`src/rtl/cfgp_pkg.sv`:
```
// Package: opcodes, status bit positions and shared widths of the config port.
// Assumes byte-wide commands; the frame index saturates, so its width only
// has to reach past the reply window (bytes 4..7).
package cfgp_pkg;
    localparam int IDX_W = 4;

    localparam logic [7:0] OP_NONE   = 8'h00;
    localparam logic [7:0] OP_RD_ID  = 8'h07;
    localparam logic [7:0] OP_RD_ST  = 8'h09;
    localparam logic [7:0] OP_CLEAR  = 8'h70;
    localparam logic [7:0] OP_REFR   = 8'h71;
    localparam logic [7:0] OP_WR_EN  = 8'h4A;
    localparam logic [7:0] OP_WR_DIS = 8'h4F;
    localparam logic [7:0] OP_WR_INC = 8'h41;

    localparam int ST_CLEARED_BIT = 16;
    localparam int ST_DONE_BIT    = 14;

    typedef struct packed {
        logic clear;
        logic refresh;
        logic wr_en;
        logic wr_dis;
    } cmd_t;
endpackage

```
`src/rtl/cfgp_spi_shifter.sv`:
```
// SPI mode 0 shifter: synchronises the pins, assembles bytes on rising SCLK
// edges and drives the reply bits on falling edges.
// Assumes each SCLK phase lasts at least four system clocks.
module cfgp_spi_shifter
    import cfgp_pkg::*;
(
    input  logic             clk,
    input  logic             rst_n,
    input  logic             sclk,
    input  logic             mosi,
    input  logic             cs_n,
    input  logic [31:0]      reply,
    input  logic             reply_act,
    output logic             miso,
    output logic             frame_idle,
    output logic             byte_stb,
    output logic [7:0]       byte_val,
    output logic [IDX_W-1:0] byte_idx_o
);
    logic [2:0]       sclk_q;
    logic [1:0]       mosi_q;
    logic [1:0]       cs_q;
    logic [2:0]       bit_cnt;
    logic [IDX_W-1:0] byte_idx;
    logic [6:0]       shreg;
    logic             rise, fall, sel;

    assign rise       = sclk_q[1] & ~sclk_q[2];
    assign fall       = ~sclk_q[1] & sclk_q[2];
    assign sel        = ~cs_q[1];
    assign frame_idle = ~sel;

    // Two-stage synchronisers, with a third SCLK stage for edge detection.
    always_ff @(posedge clk) begin
        if (!rst_n) begin
            sclk_q <= '0;
            mosi_q <= '0;
            cs_q   <= 2'b11;
        end else begin
            sclk_q <= {sclk_q[1:0], sclk};
            mosi_q <= {mosi_q[0], mosi};
            cs_q   <= {cs_q[0], cs_n};
        end
    end

    // Bit and byte position within the frame; cleared whenever deselected.
    always_ff @(posedge clk) begin
        if (!rst_n || !sel) begin
            bit_cnt  <= '0;
            byte_idx <= '0;
            shreg    <= '0;
        end else if (rise) begin
            shreg   <= {shreg[5:0], mosi_q[1]};
            bit_cnt <= bit_cnt + 3'd1;
            if (bit_cnt == 3'd7 && byte_idx != '1)
                byte_idx <= byte_idx + 1'b1;
        end
    end

    // Registered strobe carrying a completed byte and its index in the frame.
    always_ff @(posedge clk) begin
        if (!rst_n) begin
            byte_stb   <= 1'b0;
            byte_val   <= '0;
            byte_idx_o <= '0;
        end else begin
            byte_stb   <= sel & rise & (bit_cnt == 3'd7);
            byte_val   <= {shreg, mosi_q[1]};
            byte_idx_o <= byte_idx;
        end
    end

    // Reply bit for the next rising edge; only bytes 4..7 of an armed read.
    always_ff @(posedge clk) begin
        if (!rst_n || !sel)
            miso <= 1'b0;
        else if (fall)
            miso <= (reply_act && byte_idx[IDX_W-1:2] == 1)
                    ? reply[{~byte_idx[1:0], ~bit_cnt}] : 1'b0;
    end

    p_miso_armed_r2: assert property (@(posedge clk) disable iff (!rst_n)
        miso |-> reply_act);
endmodule

```
`src/rtl/cfgp_decoder.sv`:
```
// Command decoder: latches the opcode from byte 0, fires control pulses when
// byte 3 completes, arms read replies and forwards payload of bulk writes.
// Assumes the byte strobe is a one-cycle pulse and the index counts bytes.
module cfgp_decoder
    import cfgp_pkg::*;
#(
    parameter logic [31:0] DEVICE_ID = 32'hC208_8080
) (
    input  logic             clk,
    input  logic             rst_n,
    input  logic             frame_idle,
    input  logic             byte_stb,
    input  logic [7:0]       byte_val,
    input  logic [IDX_W-1:0] byte_idx,
    input  logic             cleared,
    input  logic             done,
    input  logic             wr_open,
    output logic [31:0]      reply,
    output logic             reply_act,
    output cmd_t             cmd,
    output logic             data_vld,
    output logic [7:0]       data_out
);
    logic [7:0]  opcode;
    logic [31:0] st_word;
    logic        at_hdr_end;

    assign at_hdr_end = byte_stb && byte_idx == IDX_W'(3);

    // Status word assembled from the flags; all other bits read 0.
    always_comb begin
        st_word                 = '0;
        st_word[ST_CLEARED_BIT] = cleared;
        st_word[ST_DONE_BIT]    = done;
    end

    // Opcode register, returned to idle whenever the frame ends.
    always_ff @(posedge clk) begin
        if (!rst_n || frame_idle)
            opcode <= OP_NONE;
        else if (byte_stb && byte_idx == '0)
            opcode <= byte_val;
    end

    // Read reply capture at the end of the 4-byte header.
    always_ff @(posedge clk) begin
        if (!rst_n) begin
            reply     <= '0;
            reply_act <= 1'b0;
        end else if (frame_idle) begin
            reply_act <= 1'b0;
        end else if (at_hdr_end && (opcode == OP_RD_ID || opcode == OP_RD_ST)) begin
            reply_act <= 1'b1;
            reply     <= (opcode == OP_RD_ID) ? DEVICE_ID : st_word;
        end
    end

    // Control pulses, one per completed header.
    always_comb begin
        cmd.clear   = at_hdr_end && opcode == OP_CLEAR;
        cmd.refresh = at_hdr_end && opcode == OP_REFR;
        cmd.wr_en   = at_hdr_end && opcode == OP_WR_EN;
        cmd.wr_dis  = at_hdr_end && opcode == OP_WR_DIS;
    end

    // Payload forwarding for bulk writes while writes are open.
    always_ff @(posedge clk) begin
        if (!rst_n) begin
            data_vld <= 1'b0;
            data_out <= '0;
        end else begin
            data_vld <= byte_stb && byte_idx >= IDX_W'(4) && opcode == OP_WR_INC && wr_open;
            if (byte_stb)
                data_out <= byte_val;
        end
    end

    p_one_action_r10: assert property (@(posedge clk) disable iff (!rst_n)
        $onehot0({cmd.clear, cmd.refresh, cmd.wr_en, cmd.wr_dis, data_vld}));
endmodule

```
`src/rtl/cfgp_state.sv`:
```
// Configuration state: clear timer, cleared and done flags, write enable and
// payload byte counter. Assumes CLEAR_CYCLES >= 1.
module cfgp_state
    import cfgp_pkg::*;
#(
    parameter int CLEAR_CYCLES = 100,
    parameter int COUNT_W      = 16
) (
    input  logic               clk,
    input  logic               rst_n,
    input  cmd_t               cmd,
    input  logic               data_vld,
    output logic               cleared,
    output logic               done,
    output logic               wr_open,
    output logic [COUNT_W-1:0] count
);
    localparam int TMR_W = $clog2(CLEAR_CYCLES + 1);
    localparam logic [TMR_W-1:0] TMR_LOAD = TMR_W'(CLEAR_CYCLES);

    logic [TMR_W-1:0] timer;

    // Clear timer: loaded by clear, cancelled by refresh, counts down to 0.
    always_ff @(posedge clk) begin
        if (!rst_n)                timer <= '0;
        else if (cmd.clear)        timer <= TMR_LOAD;
        else if (cmd.refresh)      timer <= '0;
        else if (timer != '0)      timer <= timer - 1'b1;
    end

    // Cleared flag rises as the timer expires.
    always_ff @(posedge clk) begin
        if (!rst_n || cmd.clear || cmd.refresh) cleared <= 1'b0;
        else if (timer == TMR_W'(1))            cleared <= 1'b1;
    end

    // Done flag latched by write disable when payload was taken.
    always_ff @(posedge clk) begin
        if (!rst_n || cmd.clear || cmd.refresh) done <= 1'b0;
        else if (cmd.wr_dis)                    done <= (count != '0);
    end

    // Write enable gate.
    always_ff @(posedge clk) begin
        if (!rst_n || cmd.refresh || cmd.wr_dis) wr_open <= 1'b0;
        else if (cmd.wr_en)                      wr_open <= 1'b1;
    end

    // Saturating payload counter.
    always_ff @(posedge clk) begin
        if (!rst_n || cmd.clear || cmd.refresh) count <= '0;
        else if (data_vld && count != '1)       count <= count + 1'b1;
    end

    p_clear_busy_low_r4: assert property (@(posedge clk) disable iff (!rst_n)
        (timer != '0) |-> !cleared);
    p_done_has_data_r7: assert property (@(posedge clk) disable iff (!rst_n)
        done |-> (count != '0));
    p_data_needs_wr_r6: assert property (@(posedge clk) disable iff (!rst_n)
        data_vld |-> wr_open);
    p_count_step_r5: assert property (@(posedge clk) disable iff (!rst_n)
        (count != $past(count)) |-> (count == $past(count) + 1'b1 || count == '0));
endmodule

```
`src/rtl/cfg_cmd_port.sv`:
```
// Top of the SPI configuration command port: shifter, decoder and state.
// Assumes SCLK phases of at least four system clocks and mode 0 timing.
module cfg_cmd_port
    import cfgp_pkg::*;
#(
    parameter logic [31:0] DEVICE_ID    = 32'hC208_8080,
    parameter int          CLEAR_CYCLES = 100,
    parameter int          COUNT_W      = 16
) (
    input  logic               clk,
    input  logic               rst_n,
    input  logic               spi_sclk,
    input  logic               spi_mosi,
    input  logic               spi_cs_n,
    output logic               spi_miso,
    output logic               cfg_cleared,
    output logic               cfg_done,
    output logic               cfg_valid,
    output logic [7:0]         cfg_data,
    output logic [COUNT_W-1:0] cfg_count
);
    logic             frame_idle, byte_stb, reply_act, wr_open;
    logic [7:0]       byte_val;
    logic [IDX_W-1:0] byte_idx;
    logic [31:0]      reply;
    cmd_t             cmd;

    cfgp_spi_shifter u_shift (
        .clk(clk), .rst_n(rst_n), .sclk(spi_sclk), .mosi(spi_mosi), .cs_n(spi_cs_n),
        .reply(reply), .reply_act(reply_act), .miso(spi_miso),
        .frame_idle(frame_idle), .byte_stb(byte_stb), .byte_val(byte_val),
        .byte_idx_o(byte_idx)
    );

    cfgp_decoder #(.DEVICE_ID(DEVICE_ID)) u_dec (
        .clk(clk), .rst_n(rst_n), .frame_idle(frame_idle), .byte_stb(byte_stb),
        .byte_val(byte_val), .byte_idx(byte_idx), .cleared(cfg_cleared),
        .done(cfg_done), .wr_open(wr_open), .reply(reply), .reply_act(reply_act),
        .cmd(cmd), .data_vld(cfg_valid), .data_out(cfg_data)
    );

    cfgp_state #(.CLEAR_CYCLES(CLEAR_CYCLES), .COUNT_W(COUNT_W)) u_state (
        .clk(clk), .rst_n(rst_n), .cmd(cmd), .data_vld(cfg_valid),
        .cleared(cfg_cleared), .done(cfg_done), .wr_open(wr_open), .count(cfg_count)
    );
endmodule

```
`config.mk`:
```
export PLATFORM = sky130hd
export DESIGN_NAME = cfg_cmd_port
export DESIGN_NICKNAME = d
export VERILOG_FILES = /design/src/rtl/cfgp_pkg.sv /design/src/rtl/cfgp_spi_shifter.sv /design/src/rtl/cfgp_decoder.sv /design/src/rtl/cfgp_state.sv /design/src/rtl/cfg_cmd_port.sv
export SDC_FILE = /design/constraint.sdc
export NUM_CORES = 1
export LEC_CHECK = 0
export CAP_MARGIN = 20
export CELL_PAD_IN_SITES_DETAIL_PLACEMENT = 0
export CELL_PAD_IN_SITES_GLOBAL_PLACEMENT = 1
export CORE_MARGIN = 4
export CORE_UTILIZATION = 43
export CTS_CLUSTER_SIZE = 28
export DETAILED_ROUTE_END_ITERATION = 16
export PLACE_DENSITY_LB_ADDON = 0.2
export SETUP_SLACK_MARGIN = 0.2
export SYNTH_ARGS = -nofsm -noshare
export SYNTH_HDL_FRONTEND = slang
export SYNTH_SLANG_ARGS = --single-unit
```
`constraint.sdc`:
```
create_clock -name clk -period 2.33 [get_ports clk]
set_input_delay 0.233 -clock clk [delete_from_list [all_inputs] [get_ports clk]]
set_output_delay 0.233 -clock clk [all_outputs]
set_load 0.02 [all_outputs]
```
==> results.txt <==
The flow ran to the end, and the final reports show no timing, DRC or antenna violations. After detailed routing, the number of vias per cell comes to 5.25. The total via count in the routed design is ~2700. The number of rows created at floorplan came out at 32.

In this run the worst path has a maximum fanout of 7. The number of antenna diodes in the final layout is 0. The deepest clock path buffer count is 2. The worst hold-check slack is 411 ps.

Entering global routing, the biggest net connects 26 pins. After legalization and detailed placement, the total HPWL measured 5200 um. The first global-routing pass estimated roughly 12000 um of wire. The routed wire length per instance came out at 13.7 um. The data arrival time of the critical path is 2190 ps.

The total nets after synthesis is about 390. The via count of the first global-routing pass is 2579. The total power density per cell area came out at between 600 and 700 nW/um^2. The critical hold path startpoint is u_shift.cs_q[0]$_SDFF_PN1_.

From left edge to right edge, the die measures 97.8 um. The worst setup path is of the reg -> reg kind. The kind of launch point of the worst setup path is a register. The area inside the core boundary is 7770 um^2.

Fill cells in the final layout number 746. The leakage power is 0.00153 uW. Setup violations remaining at the end of the flow were counted as 0. The worst hold path depth is 1. For this configuration, the core starts out at a cell density of 0.446. The maximum frequency from static timing analysis is 524 MHz.

The count of hold-fix buffers inserted at cts came out at 0. Once placement completed, the tool counted placed cells totaling approximately 510. The buffer count from post-CTS setup fixing is 0. Synthesis handed over a netlist of 381 instances. The area added between synthesis and finish came out at 18.9%. The clock latency at the later pin of the worst-skew pair is approximately 350 ps.

For the worst setup path, the data required time is between 2000 and 3000 ps. The worst hold path terminates at u_shift.cs_q[1]$_SDFF_PN1_. The number of input and output port buffers inserted came out at 32. The floorplan die height is 97.8 um. Headroom to the max-slew limit came out at 0.591. Across the routed clock network, the largest skew measured is 5.81 ps.

The total global routing overflow is 0. In this run the number of H-tree levels came out at 3. The number of gates given a new drive strength after cts came out at 0. STA classifies the critical path endpoint as a register. The final layout contains routed wiring with a total length of a little over 7000 um.

Among all flip-flop cells after synthesis, the most frequent one is sky130_fd_sc_hd__dfxtp_1. The register area came out at ~1600 um^2. The register-to-register setup slack is around 420 ps. The total negative slack is 0 ps. The yosys synthesis warning count is 0. The initial antenna violation count is 0. TritonCTS built the clock tree. The register area share after synthesis is 0.474. The violation count after the first detailed-routing iteration came out at 90. Setup repair after global routing left no endpoint under its margin. The worst voltage drop across the vdd grid is 0.000334 V.

In the routed design, unresolved DRC markers number 0. The weighted congestion at the end of routability-driven global placement is 0.775. Of all flip-flops after synthesis, the portion carrying an async set or reset was 0.

The slew at the pin closest to its max-slew limit is between 600 and 700 ps. The fraction of final layout cells with drive strength greater than 1 is 0.0689. The post-route clock period utilization came out at 0.819. Once detail routing completed, the nets flagged for antenna violations numbered 0. The clock drives between 80 and 90 sinks.

The capturing point of the worst reg2reg path is u_state.count[6]$_SDFFE_PP0P_. The worst flop-to-flop path startpoint is u_state.count[1]$_SDFFE_PP0P_. The top-level port count is 33. Clock-pin slew was measured on the worst setup and hold paths at around 80 ps. After synthesis the cells add up to 3470 um^2. The max-cap violation count is 0.

The distinct cell type count of the synthesized netlist came out at 55. The synthesized flop and latch total is 82. The number of search-and-repair iterations in the first detailed-routing pass came out at 6. The number of slew-limit violations in the final report is 0. The multi-input combinational cells in the finished layout cover a total of 1720 um^2. In this run the worst hold path is classified as reg -> reg. The worst setup margin is approximately 420 ps.

Yosys mapped a number of flops with a built-in enable equal to 0. In the global route stage, overall resource usage came out at 0.155. The final hold violation count is 0. The clock root buffer is sky130_fd_sc_hd__clkbuf_8. The clock period could shrink to about 1900 ps.

The net total in the final layout came out at 429. The number of buffers created by CTS came out at 9. OpenSTA, run right after detailed placement, puts the worst setup slack at around 450 ps.

The mean area per synthesized cell came out at 9.10 um^2. The die covers 9560 um^2. After the flow finishes, the layout carries non-filler instances totaling ~520. The worst register-to-register path has a depth of 5.
cell usage in the layout, fill, tap and decap left out, types with 3 or more instances in the layout:
cell type                         instances
sky130_fd_sc_hd__a21oi_1                 20
sky130_fd_sc_hd__a31oi_1                  3
sky130_fd_sc_hd__and2_1                  17
sky130_fd_sc_hd__and4_1                   6
sky130_fd_sc_hd__buf_4                    7
sky130_fd_sc_hd__clkbuf_8                10
sky130_fd_sc_hd__clkdlybuf4s50_1         32
sky130_fd_sc_hd__dfxtp_1                 82
sky130_fd_sc_hd__ha_1                     8
sky130_fd_sc_hd__inv_1                   11
sky130_fd_sc_hd__mux2i_1                 25
sky130_fd_sc_hd__nand2_1                 42
sky130_fd_sc_hd__nand2b_1                 7
sky130_fd_sc_hd__nand3_1                 12
sky130_fd_sc_hd__nand3b_1                 3
sky130_fd_sc_hd__nand4_1                 13
sky130_fd_sc_hd__nor2_1                  39
sky130_fd_sc_hd__nor3_1                   6
sky130_fd_sc_hd__nor4_1                   6
sky130_fd_sc_hd__o21ai_0                 12
sky130_fd_sc_hd__o31ai_1                  4
sky130_fd_sc_hd__or3_1                    3
sky130_fd_sc_hd__or4_1                    4
sky130_fd_sc_hd__xnor2_1                  5
sky130_fd_sc_hd__xor2_1                   3
synth_stat cells, types with 3 or more instances:
cell type                  count  share of area
sky130_fd_sc_hd__inv_1        11          0.012
sky130_fd_sc_hd__a31oi_1       3         0.0054
sky130_fd_sc_hd__xor2_1        3         0.0076
sky130_fd_sc_hd__nor2_1       39          0.042
sky130_fd_sc_hd__nand3b_1      3         0.0065
sky130_fd_sc_hd__nor3_1        6         0.0087
sky130_fd_sc_hd__nand2b_1      7          0.013
sky130_fd_sc_hd__dfxtp_1      82           0.47
sky130_fd_sc_hd__xnor2_1       5          0.013
sky130_fd_sc_hd__nand4_1      13          0.023
sky130_fd_sc_hd__or4_1         4         0.0087
sky130_fd_sc_hd__o31ai_1       4         0.0087
sky130_fd_sc_hd__a21oi_1      20          0.029
sky130_fd_sc_hd__clkbuf_1      9         0.0097
sky130_fd_sc_hd__o21ai_0      12          0.017
sky130_fd_sc_hd__or3_1         3         0.0054
sky130_fd_sc_hd__and4_1        6          0.015
sky130_fd_sc_hd__and2_1       17          0.031
sky130_fd_sc_hd__nand2_1      42          0.045
sky130_fd_sc_hd__mux2i_1      25          0.072
sky130_fd_sc_hd__ha_1          8          0.029
sky130_fd_sc_hd__nor4_1        6          0.011
sky130_fd_sc_hd__buf_2         4         0.0058
sky130_fd_sc_hd__nand3_1      12          0.017
state kept, by name (all words and copies together) (netlist names), 2 cells and up:
| name | cells |
|---|---|
| u_dec.data_out | 8 |
| u_dec.opcode | 8 |
| u_dec.reply | 3 |
| u_shift.bit_cnt | 3 |
| u_shift.byte_idx | 4 |
| u_shift.byte_idx_o | 4 |
| u_shift.byte_val | 8 |
| u_shift.cs_q | 2 |
| u_shift.mosi_q | 2 |
| u_shift.sclk_q | 3 |
| u_shift.shreg | 7 |
| u_state.count | 16 |
| u_state.timer | 7 |
stage by stage:
stage / total power, uW / area, um^2 / utilization
finish: 2690 / 4120 / 0.530
global route: 2810 / 4120 / 0.530
CTS: 2720 / 4120 / 0.530
detailed placement: 1590 / 3900 / 0.502
global placement: 1590 / 3900 / 0.502
floorplan: 1550 / 3470 / -
critical path, stage by stage (launching register included):
cell	delay, ps
sky130_fd_sc_hd__dfxtp_1	390
sky130_fd_sc_hd__ha_1	300
sky130_fd_sc_hd__and4_1	280
sky130_fd_sc_hd__and4_1	260
sky130_fd_sc_hd__or4_1	470
sky130_fd_sc_hd__a21oi_1	150
how the worst max path moves through the flow:
stage / startpoint / to / slack [ps] / cells after the start
after floorplan: u_state.count[1]$_SDFFE_PP0P_ / u_state.count[10]$_SDFFE_PP0P_ / 510 / 5
after global placement: u_state.count[1]$_SDFFE_PP0P_ / u_state.count[10]$_SDFFE_PP0P_ / 450 / 5
after detailed placement: u_state.count[1]$_SDFFE_PP0P_ / u_state.count[10]$_SDFFE_PP0P_ / 450 / 5
after CTS: u_state.count[1]$_SDFFE_PP0P_ / u_state.count[10]$_SDFFE_PP0P_ / 420 / 5
after global routing: u_state.count[1]$_SDFFE_PP0P_ / u_state.count[10]$_SDFFE_PP0P_ / 270 / 5
final: u_state.count[1]$_SDFFE_PP0P_ / u_state.count[6]$_SDFFE_PP0P_ / 420 / 5
layout make-up:
cell class,instances,area share
Multi-Input combinational cell,273,0.417
Sequential cell,82,0.398
Timing Repair Buffer,39,0.0905
Clock buffer,11,0.0343
Tap cell,102,0.0310
Clock inverter,5,0.0188
Inverter,11,0.0100
cell families (layout without fill, tap and decap cells):
group | after synthesis | in the layout | share of synthesized area
AOI/OAI and AO/OA | 57 | 57 | 0.104
xor gates and xnor gates | 8 | 8 | 0.0202
adders and majority gates | 8 | 8 | 0.0289
buffers and inverters | 26 | 66 | 0.0307
DFF | 82 | 82 | 0.474
muxes | 25 | 25 | 0.0722
and+or+nand+nor | 175 | 175 | 0.270
metal layers:
layer / wire length, um / global-route usage
met1: 3350 / 0.193
met2: 3380 / 0.256
met3: 265 / 0.0379
met4: 161 / 0.0682
met5: 0 / 0
where the power goes:
part / internal (uW) / switching [uW]
clock: 630 / 501
sequential: 1420 / 13.4
combinational: 47.9 / 76.9
(Power assumes the default switching activity.)
